`config.mk`:
```
export PLATFORM = sky130hd
export DESIGN_NAME = dbg_boot_ctl
export DESIGN_NICKNAME = d
export VERILOG_FILES = /design/src/rtl/dbc_pkg.sv /design/src/rtl/dbc_boot_latch.sv /design/src/rtl/dbc_ctl_bits.sv /design/src/rtl/dbc_fsm.sv /design/src/rtl/dbg_boot_ctl.sv
export SDC_FILE = /design/constraint.sdc
export NUM_CORES = 1
export LEC_CHECK = 0
export BUFFER_PORTS_ARGS = -buffer_cell sky130_fd_sc_hd__buf_2
export CAP_MARGIN = 20
export CORE_MARGIN = 5
export CORE_UTILIZATION = 39
export CTS_CLUSTER_DIAMETER = 40
export CTS_CLUSTER_SIZE = 16
export DETAILED_ROUTE_END_ITERATION = 8
export GPL_TIMING_DRIVEN = 0
export PLACE_DENSITY_LB_ADDON = 0.15
export SKIP_CTS_REPAIR_TIMING = 1
export SYNTH_ARGS = -nofsm -noshare
export SYNTH_HDL_FRONTEND = slang
export SYNTH_SLANG_ARGS = --single-unit
```
`constraint.sdc`:
```
create_clock -name clk -period 1.9 [get_ports clk]
set_input_delay 0.38 -clock clk [delete_from_list [all_inputs] [get_ports clk]]
set_output_delay 0.38 -clock clk [all_outputs]
set_load 0.1 [all_outputs]
```
`src/rtl/dbc_pkg.sv`:
```
package dbc_pkg;

    typedef enum logic [2:0] {
        S_RUN      = 3'd0,
        S_HOLD     = 3'd1,
        S_DBG_REQ  = 3'd2,
        S_DBG_MODE = 3'd3,
        S_PEND     = 3'd4
    } dbc_state_e;

    localparam int NUM_CTL = 3;
    localparam int BIT_BRK = 0;
    localparam int BIT_TRP = 1;
    localparam int BIT_PEN = 2;

endpackage

```
`src/rtl/dbc_boot_latch.sv`:
```
module dbc_boot_latch #(
    parameter int          IR_W      = 5,
    parameter logic [IR_W-1:0] BOOT_CODE = 5'h0C,
    parameter logic [IR_W-1:0] NORM_CODE = 5'h0D
) (
    input  logic            clk,
    input  logic            por_n,
    input  logic            tap_rst,
    input  logic            ir_valid,
    input  logic [IR_W-1:0] ir_code,
    output logic            boot_o
);

    logic boot_q;
    logic hit_boot;
    logic hit_norm;

    always_comb begin
        hit_boot = ir_valid && (ir_code == BOOT_CODE);
        hit_norm = ir_valid && (ir_code == NORM_CODE);
    end

    always_ff @(posedge clk) begin
        if (!por_n || tap_rst) begin
            boot_q <= 1'b0;
        end else if (hit_boot) begin
            boot_q <= 1'b1;
        end else if (hit_norm) begin
            boot_q <= 1'b0;
        end
    end

    assign boot_o = boot_q;


    boot_hold_chk: assert property (@(posedge clk) disable iff (!por_n)
        (!tap_rst && !ir_valid) |=> (boot_q == $past(boot_q)));


    tap_clear_chk: assert property (@(posedge clk) disable iff (!por_n)
        tap_rst |=> !boot_q);

endmodule

```
`src/rtl/dbc_ctl_bits.sv`:
```
module dbc_ctl_bits
    import dbc_pkg::*;
#(
    parameter logic [NUM_CTL-1:0] CLR_MASK = 3'b001
) (
    input  logic               clk,
    input  logic               por_n,
    input  logic               cpu_rst,
    input  logic               boot_i,
    input  logic               brk_clr,
    output logic [NUM_CTL-1:0] bits_o
);

    logic [NUM_CTL-1:0] bits_q;

    for (genvar g = 0; g < NUM_CTL; g++) begin : g_bit
        if (CLR_MASK[g]) begin : g_clr
            always_ff @(posedge clk) begin
                if (!por_n) begin
                    bits_q[g] <= 1'b0;
                end else if (cpu_rst) begin
                    bits_q[g] <= boot_i;
                end else if (brk_clr) begin
                    bits_q[g] <= 1'b0;
                end
            end
        end else begin : g_keep
            always_ff @(posedge clk) begin
                if (!por_n) begin
                    bits_q[g] <= 1'b0;
                end else if (cpu_rst) begin
                    bits_q[g] <= boot_i;
                end
            end
        end
    end

    assign bits_o = bits_q;


    rst_load_chk: assert property (@(posedge clk) disable iff (!por_n)
        cpu_rst |=> ((bits_q[BIT_BRK] == $past(boot_i)) &&
                     (bits_q[BIT_TRP] == $past(boot_i)) &&
                     (bits_q[BIT_PEN] == $past(boot_i))));

endmodule

```
`src/rtl/dbc_fsm.sv`:
```
module dbc_fsm
    import dbc_pkg::*;
(
    input  logic clk,
    input  logic por_n,
    input  logic cpu_rst,
    input  logic brk_i,
    input  logic pen_i,
    input  logic fetch_req,
    input  logic probe_done,
    output logic dbg_req,
    output logic acc_pend,
    output logic fetch_stall,
    output logic brk_clr
);

    dbc_state_e state_q;
    dbc_state_e state_d;

    always_comb begin
        state_d = state_q;
        if (cpu_rst) begin
            state_d = S_HOLD;
        end else begin
            unique case (state_q)
                S_RUN:      state_d = S_RUN;
                S_HOLD:     state_d = brk_i ? S_DBG_REQ : S_RUN;
                S_DBG_REQ:  state_d = S_DBG_MODE;
                S_DBG_MODE: state_d = (fetch_req && pen_i) ? S_PEND : S_DBG_MODE;
                S_PEND:     state_d = probe_done ? S_DBG_MODE : S_PEND;
                default:    state_d = S_RUN;
            endcase
        end
    end

    always_ff @(posedge clk) begin
        if (!por_n) begin
            state_q <= S_RUN;
        end else begin
            state_q <= state_d;
        end
    end

    always_comb begin
        dbg_req     = 1'b0;
        acc_pend    = 1'b0;
        fetch_stall = 1'b0;
        brk_clr     = 1'b0;
        unique case (state_q)
            S_RUN, S_HOLD: ;
            S_DBG_REQ: begin
                dbg_req = 1'b1;
                brk_clr = 1'b1;
            end
            S_DBG_MODE: fetch_stall = fetch_req && pen_i;
            S_PEND: begin
                acc_pend    = 1'b1;
                fetch_stall = 1'b1;
            end
            default: ;
        endcase
    end


    req_pulse_chk: assert property (@(posedge clk) disable iff (!por_n)
        dbg_req |=> !dbg_req);


    pend_stall_chk: assert property (@(posedge clk) disable iff (!por_n)
        acc_pend |-> fetch_stall);


    probe_rel_chk: assert property (@(posedge clk) disable iff (!por_n)
        (acc_pend && probe_done) |=> !acc_pend);

endmodule

```
`src/rtl/dbg_boot_ctl.sv`:
```
module dbg_boot_ctl
    import dbc_pkg::*;
#(
    parameter int              IR_W      = 5,
    parameter logic [IR_W-1:0] BOOT_CODE = 5'h0C,
    parameter logic [IR_W-1:0] NORM_CODE = 5'h0D,
    parameter int              ADDR_W    = 32,
    parameter logic [ADDR_W-1:0] DBG_VEC = 32'hFF20_0200,
    parameter logic [ADDR_W-1:0] RST_VEC = 32'hBFC0_0000
) (
    input  logic              clk,
    input  logic              por_n,
    input  logic              tap_rst,
    input  logic              cpu_rst,
    input  logic              ir_valid,
    input  logic [IR_W-1:0]   ir_code,
    input  logic              fetch_req,
    input  logic              probe_done,
    output logic              dbg_req,
    output logic [ADDR_W-1:0] vec_addr,
    output logic              acc_pend,
    output logic              fetch_stall
);

    logic               boot_ind;
    logic               brk_clr;
    logic [NUM_CTL-1:0] ctl;

    dbc_boot_latch #(
        .IR_W      (IR_W),
        .BOOT_CODE (BOOT_CODE),
        .NORM_CODE (NORM_CODE)
    ) u_latch (
        .clk      (clk),
        .por_n    (por_n),
        .tap_rst  (tap_rst),
        .ir_valid (ir_valid),
        .ir_code  (ir_code),
        .boot_o   (boot_ind)
    );

    dbc_ctl_bits #(
        .CLR_MASK (3'b001)
    ) u_bits (
        .clk     (clk),
        .por_n   (por_n),
        .cpu_rst (cpu_rst),
        .boot_i  (boot_ind),
        .brk_clr (brk_clr),
        .bits_o  (ctl)
    );

    dbc_fsm u_fsm (
        .clk         (clk),
        .por_n       (por_n),
        .cpu_rst     (cpu_rst),
        .brk_i       (ctl[BIT_BRK]),
        .pen_i       (ctl[BIT_PEN]),
        .fetch_req   (fetch_req),
        .probe_done  (probe_done),
        .dbg_req     (dbg_req),
        .acc_pend    (acc_pend),
        .fetch_stall (fetch_stall),
        .brk_clr     (brk_clr)
    );

    assign vec_addr = ctl[BIT_TRP] ? DBG_VEC : RST_VEC;


    cpu_keep_chk: assert property (@(posedge clk) disable iff (!por_n)
        (cpu_rst && !tap_rst && !ir_valid) |=> (boot_ind == $past(boot_ind)));


    norm_quiet_chk: assert property (@(posedge clk) disable iff (!por_n)
        (cpu_rst && !boot_ind) |=> (!dbg_req && (vec_addr == RST_VEC)));

endmodule

```
==> summary.md, run 1 <==
| Metric | Value |
|---|---|
| Run status | `complete, no violations` |
| Clk network pwr share | `approximately 22%` |
| Fraction of the mapped netlist area in compound gates | `under 10%` |
| Final wirelength | `around 1.1 mm` |
| Sequential share of the synthesized area | `about 22%` |
| Height of the chip | `~47 um` |
| Root buffer selected by CTS | `sky130_fd_sc_hd__clkbuf_4` |
| Number of enable flip-flop cells after synthesis | `0` |
| First-pass GRT wire length | `1.56 mm` |
| Global placer's final weighted congestion | `0.743` |
| Xor/xnor cell area share of the yosys netlist | `0%` |
| Data required, critical path | `1.52 ns` |
| DPL Wire Length | `roughly 960 um` |
| Insertion delay of the later-clocked pin in the worst-skew pair | `between 0.2 and 0.25 ns` |
| Share of synthesized cell area in and, or, nand and nor gates | `23.1%` |
| Final global-route overflow total | `0` |
| Total of endpoints with negative setup slack in the final report | `0` |
| Relative contribution of combinational cells to total power | `a little over half` |
| Fraction of power spent switching nets | `between 50% and 60%` |
| Critical path fanouts, max | `4` |
| Gate Count Post-Synth | `between 60 and 70` |
| Clock tree from TritonCTS | `yes` |
| Antenna violations before repair | `0` |
| Port buffer count | `19` |
| Starting density of the core | `between 40% and 50%` |
| Hold crit path type | `primary input to flip-flop` |
| Largest delay contributor family on the critical path | `simple AND/OR/NAND/NOR gates` |
| Clk pin slew, worst setup/hold paths | `approximately 0.05 ns` |
| Register Area | `120 um^2` |
| CTS buffer count | `3` |
| Pins over their slew limit | `0` |
| Combinational family with the most area after synthesis | `buffers and inverters` |
| Worst setup SP type | `flip-flop` |
| Avg Cell Area, Syn | `8.26 um^2` |
| Post-Synth Adder-Cell Area | `0%` |
| Commonest non-fill, non-tap cells in the layout | `31 x sky130_fd_sc_hd__buf_4, 27 x sky130_fd_sc_hd__conb_1, 17 x sky130_fd_sc_hd__buf_2` |
| Portion of netlist area occupied by mux cells | `0%` |
| Area of the core | `between 1000 and 1500 um^2` |
| Leading register cell type out of synthesis | `sky130_fd_sc_hd__dfxtp_1` |
| Sequential Power Share | `a little under a quarter` |
| Worst-case vdd ir drop | `0.325 mV` |
| Most frequent standard cell in the layout excluding fill and tap cells | `sky130_fd_sc_hd__buf_4` |
| Achievable Freq | `between 0.5 and 0.6 GHz` |
| Area growth from synthesis to layout | `45.9%` |
| CTS Buffer Depth | `2` |
| Number of vias per cell | `between 3 and 4` |
| Pwr per Cell Area | `roughly 700 nW/um^2` |
| Largest net degree at the start of global routing | `8` |
| Number of iterations in the first detailed-routing pass | `4` |
| Cell row count | `13` |
| Highest cell delay on the worst timing path | `a little under 0.4 ns` |
| Series of cell instances along the critical path | `nor2b_1 > nand4_1 > nand2b_4 > buf_6` |
| Standard cell area after detailed placement | `roughly 750 um^2` |
| Layout cells sized above 1 | `around half` |
| Via count of the first global-routing pass | `400` |
| Max Clock Skew | `roughly 0.0035 ns` |
| Post-layout min period | `about 1.8 ns` |
| Arrival time at the worst endpoint | `1.37 ns` |
| Fin crit share | `92.1%` |
| Mapped Area | `between 500 and 600 um^2` |
| Post-detailed-route DRC marker count | `0` |
| Type of destination of the critical path | `primary output` |
| Unrepaired setup endpoints after global routing | `false` |
| Crit Path Class | `flip-flop to primary output` |
| I/O pin cnt | `47` |
| Total number of vias | `~470` |
| Async set or reset register ratio after synthesis | `0%` |
| Overall track demand over capacity in global routing | `under 10%` |
| Leak Pwr | `0.443 nW` |
| Setup Slack @ Placement | `between 0.2 and 0.25 ns` |
| Number of antenna cells inserted | `0` |
| Worst path bufs/invs | `1` |
| Cell internal power dissipation | `about 0.25 mW` |
| Drt first-iter violations | `8` |
| Number of sinks handled by clock tree synthesis | `6` |
| Total die area | `approximately 2200 um^2` |
| Die X | `47.1 um` |
| Final Hold Violating Endpoints | `0` |
| Remaining antenna violation count | `0` |
| Warnings from Yosys | `0` |
| Routed length per placed instance | `~9 um` |
| Max_cap viols | `0` |
| Total of fill cells in the finished design | `131` |
| # H-tree levels | `1` |
| Net switching component of the power | `between 0.2 and 0.3 mW` |
| Seq cells post-synth | `6` |
| Worst Slack Setup Final | `about 0.15 ns` |
| Count of nets after finishing | `roughly 130` |
| Combined area of the multi-input logic cells | `about 280 um^2` |
| Post-route standard cell area excluding fillers | `783 um^2` |
| Unique masters post-synth | `21` |
| Slowest cell on crit path | `sky130_fd_sc_hd__dfxtp_1` |
power by group through the flow:
stage | Sequential (mW) | Combinational [mW] | Clock, mW
2_1_floorplan | 0.132 | 0.283 | 0
3_3_place_gp | 0.132 | 0.296 | 0
3_5_place_dp | 0.132 | 0.297 | 0
4_1_cts | 0.130 | 0.297 | 0.123
5_1_grt | 0.130 | 0.309 | 0.128
6_report | 0.130 | 0.301 | 0.119
cell type report:
type | count | area share [%]
Sequential cell | 6 | 15.3
Inverter | 1 | 0.479
Buffer | 31 | 29.7
Multi-Input combinational cell | 52 | 35.9
Timing Repair Buffer | 19 | 13.3
Tap cell | 15 | 2.40
Clock buffer | 3 | 2.88
logic make-up (layout without fill, tap and decap cells):
| logic type | count (synthesis) | count (layout) |
|---|---|---|
| compound gates | 8 | 8 |
| other cells | 2 | 27 |
| simple gates | 17 | 17 |
| flops | 6 | 6 |
| buf+inv | 32 | 54 |
synth_stat cells, drive strengths merged, types with 2 or more instances:
cell / instances / area, um^2
nand2b: 5 / 31.3
nand2: 2 / 7.51
dfxtp: 6 / 120
a21boi: 2 / 15.0
conb: 2 / 7.51
a21oi: 3 / 15.0
nor3b: 2 / 31.3
buf: 31 / 233
nor2: 2 / 7.51
routing by layer:
layer	track usage (%)	wire [um]	vias to the layer above	share of wire [%]
met5	0	0	-	0
met4	4.97	0	0	0
met3	3.45	171	0	15
met2	17.1	550	28	49
met1	10.8	405	188	36
li1	-	-	250	-
metrics by stage:
step | TNS [ns] | cells | hold slack, ns | utilization (%) | total power, mW
finish | 0 | 127 | 0.310 | 60.2 | 0.550
CTS | -0.0613 | 127 | 0.303 | 59.5 | 0.550
global route | 0 | 127 | 0.308 | 60.2 | 0.567
floorplan | -0.826 | 90 | 0.456 | - | 0.415
detailed placement | 0 | 124 | 0.485 | 57.8 | 0.429
global placement | 0 | 124 | 0.481 | 57.8 | 0.429
flip-flops by register name, indices dropped and copies added (netlist names):
register,cells
u_bits.bits_o,2
u_fsm.state_q,3
u_latch.boot_o,1
worst paths after layout:
check / startpoint / end / slack, ns / cells past startpoint
hold reg to reg: u_latch.boot_o / u_bits.bits_o[1] / 0.50 / 2
setup / recovery: u_fsm.state_q[1] / fetch_stall / 0.15 / 4
hold / removal: tap_rst / u_latch.boot_o / 0.31 / 2
setup reg to reg: u_fsm.state_q[1] / u_bits.bits_o[0] / 0.82 / 3
Note: power is estimated with default switching activity, not from simulation.
==> run 2, diff against run 1 <==
--- a/config.mk
+++ b/config.mk
@@ -8,12 +8,13 @@
 export BUFFER_PORTS_ARGS = -buffer_cell sky130_fd_sc_hd__buf_2
 export CAP_MARGIN = 20
 export CORE_MARGIN = 5
-export CORE_UTILIZATION = 39
+export CORE_UTILIZATION = 33
 export CTS_CLUSTER_DIAMETER = 40
 export CTS_CLUSTER_SIZE = 16
 export DETAILED_ROUTE_END_ITERATION = 8
 export GPL_TIMING_DRIVEN = 0
 export PLACE_DENSITY_LB_ADDON = 0.15
+export REMOVE_ABC_BUFFERS = 1
 export SKIP_CTS_REPAIR_TIMING = 1
 export SYNTH_ARGS = -nofsm -noshare
 export SYNTH_HDL_FRONTEND = slang
==> constraint.sdc (replaced) <==
create_clock -name clk -period 1.55 [get_ports clk]
set_input_delay 0.31 -clock clk [delete_from_list [all_inputs] [get_ports clk]]
set_output_delay 0.31 -clock clk [all_outputs]
set_load 0.1 [all_outputs]
==> run 2 against run 1 <==
  * Non-clock buffer count decreased by 31
  * Largest cell class is now multi-input gates
  * Sequential share of layout area increased by 6.7 points
  * Clock-buffer cell count unchanged
  * Setup slack got worse by 0.12 ns
  * Final area decreased by 28%
  * Global-route usage decreased by 2.6 points
  * Final cell count decreased by 24%
  * First-iteration DRC count decreased by 50%
  * Critical endpoint unchanged
  * Sequential power increased by 22%
  * Die area increased by 14%
  * Largest power group unchanged
==> summary.md, run 2 (synthesized netlist as in run 1, its figures left out) <==
| Metric | Value |
|---|---|
| Combined area of the multi-input logic cells | `277 um^2 (-1.8%)` |
| Max_cap viols | `0 (unchanged)` |
| Final Hold Violating Endpoints | `0 (unchanged)` |
| Largest delay contributor family on the critical path | `simple AND/OR/NAND/NOR gates` |
| Area of the core | `1520 um^2 (+17%)` |
| Worst Slack Setup Final | `0.0255 ns (-0.124 ns)` |
| Achievable Freq | `0.656 GHz` |
| Total of endpoints with negative setup slack in the final report | `0 (unchanged)` |
| Root buffer selected by CTS | `sky130_fd_sc_hd__clkbuf_4` |
| Run status | `complete, no violations` |
| Top reg by flops | `u_fsm.state_q` |
| Final global-route overflow total | `0 (unchanged)` |
| R2R depth | `3 (unchanged)` |
| Insertion delay of the later-clocked pin in the worst-skew pair | `0.24 ns (about the same)` |
| Clk pin slew, worst setup/hold paths | `0.05 ns (about the same)` |
| Series of cell instances along the critical path | `nor3b_4 > nand2b_1 > buf_12` |
| Number of cells on the worst hold path | `2 (unchanged)` |
| Highest cell delay on the worst timing path | `0.36 ns (-0.03 ns)` |
| # H-tree levels | `1 (unchanged)` |
| Crit. Startpoint | `u_fsm.state_q[0]` |
| Data required, critical path | `1.24 ns (-0.28 ns)` |
| Setup Slack @ Placement | `0.0163 ns (-0.184 ns)` |
| Arrival time at the worst endpoint | `1.21 ns (-0.16 ns)` |
| Standard cell area after detailed placement | `513 um^2 (-32%)` |
| Worst setup SP type | `flip-flop` |
| CTS buffer count | `3 (unchanged)` |
| Most frequent standard cell in the layout excluding fill and tap cells | `sky130_fd_sc_hd__conb_1` |
| Number of vias per cell | `3.91 (+6.5%)` |
| Total number of vias | `379 (-19%)` |
| DPL Wire Length | `771 um (-19%)` |
| Slowest cell on crit path | `sky130_fd_sc_hd__dfxtp_1` |
| Total die area | `2530 um^2 (+14%)` |
| Post-route standard cell area excluding fillers | `567 um^2 (-28%)` |
| Port buffer count | `19 (unchanged)` |
| Total of fill cells in the finished design | `170 (+30%)` |
| Critical path fanouts, max | `4 (unchanged)` |
| Reg2reg start | `u_fsm.state_q[0]` |
| Final wirelength | `956 um (-15%)` |
| Drt first-iter violations | `4 (-4)` |
| Height of the chip | `50.3 um (+6.9%)` |
| Pwr per Cell Area | `1090 nW/um^2 (+55%)` |
| Via count of the first global-routing pass | `339 (-15%)` |
| Clock tree from TritonCTS | `yes` |
| Hold crit path type | `primary input to flip-flop` |
| Commonest non-fill, non-tap cells in the layout | `27 x sky130_fd_sc_hd__conb_1, 16 x sky130_fd_sc_hd__buf_2, 5 x sky130_fd_sc_hd__nand2b_1` |
| Post-layout min period | `between 1.5 and 2 ns` |
| Layout cells sized above 1 | `33.3% (-17 points)` |
| Unrepaired setup endpoints after global routing | `true` |
| First-pass GRT wire length | `1.40 mm (-10%)` |
| Reg-to-reg setup timing slack | `0.48 ns (-0.34 ns)` |
| Worst reg2reg endpoint | `u_bits.bits_o[0]` |
| Area growth from synthesis to layout | `5.59%` |
| Worst path bufs/invs | `1 (unchanged)` |
| Worst-case vdd ir drop | `0.470 mV (+45%)` |
| Largest net degree at the start of global routing | `8 (unchanged)` |
| Count of nets after finishing | `95 (-25%)` |
| Crit Path Class | `flip-flop to primary output` |
| Number of sinks handled by clock tree synthesis | `6 (unchanged)` |
| Antenna violations before repair | `0 (unchanged)` |
| Type of destination of the critical path | `primary output` |
| Sink of the worst hold path | `u_latch.boot_o` |
| Die X | `50.3 um (+6.9%)` |
| Pins over their slew limit | `0 (unchanged)` |
| Largest register FFs | `3 (unchanged)` |
| Fin crit share | `between 90% and 100%` |
| CTS Buffer Depth | `2 (unchanged)` |
| Number of iterations in the first detailed-routing pass | `4 (unchanged)` |
| Post-detailed-route DRC marker count | `0 (unchanged)` |
| Overall track demand over capacity in global routing | `7.34% (-2.6 points)` |
| Remaining antenna violation count | `0 (unchanged)` |
| Launch instance of the worst min-delay path | `tap_rst` |
| Max Clock Skew | `0.00610 ns (+0.00262 ns)` |
| Leak Pwr | `0.287 nW (-35%)` |
| Register Area | `125 um^2 (+4.2%)` |
| Routed length per placed instance | `9.86 um (+11%)` |
| Global placer's final weighted congestion | `0.681 (-8.3%)` |
| Cell row count | `14 (+1)` |
| Starting density of the core | `35.2% (-6.0 points)` |
| Number of antenna cells inserted | `0 (unchanged)` |
| I/O pin cnt | `47 (unchanged)` |
run 2: changes by cell type in the layout (fill, tap and decap cells not counted), sizes merged:
cell    change
clkbuf      -1
buf        -30
run 2: worst max-delay path by stage:
stage | endpoint | slack (ns) | cells past startpoint
detailed placement | fetch_stall | 0.02 | 4
CTS | fetch_stall | -0.28 | 4
global placement | fetch_stall | 0.02 | 4
global route | dbg_req | -0.06 | 2
floorplan | vec_addr[22] | -2.86 | 1
finish | fetch_stall | 0.03 | 3
run 2: worst register-to-register path: cells and delay by family (launching register included):
kind	cells	cell delay (ns)
and+or+nand+nor	2	0.48
DFF	1	0.36
AOI/OAI and AO/OA	1	0.12
run 2: per-stage QoR:
| stage | hold WS [ns] | util, % | instances | power (mW) | setup TNS, ns |
|---|---|---|---|---|---|
| detailed placement | 0.483 | 33.7 | 94 | 0.472 | 0 |
| global route | 0.230 | 37.2 | 97 | 0.642 | -0.100 |
| floorplan | 0.386 | - | 59 | 0.455 | -16.94 |
| global placement | 0.475 | 33.7 | 94 | 0.472 | 0 |
| CTS | 0.227 | 35.1 | 97 | 0.624 | -0.633 |
| finish | 0.234 | 37.2 | 97 | 0.616 | 0 |
run 2: where the power goes:
part	internal, mW	switching [mW]	total (mW)
Clock	0.0877	0.0581	0.146
Combinational	0.0152	0.297	0.312
Sequential	0.155	0.00289	0.158
run 2: layout make-up:
type,instances,share of cell area [%]
tap,16,3.53
inverter,1,0.662
clock buffer,3,3.97
multi-input combinational,52,48.8
timing repair buffer,19,21.0
sequential,6,22.1
run 2: per-layer routing:
| layer | global-route usage, % | vias up | part of all wire, % |
|---|---|---|---|
| li1 | - | 186 | - |
| met5 | 0 | - | 0 |
| met2 | 10.3 | 41 | 38 |
| met3 | 2.07 | 2 | 22 |
| met1 | 9.06 | 150 | 39 |
| met4 | 6.38 | 0 | 1.6 |
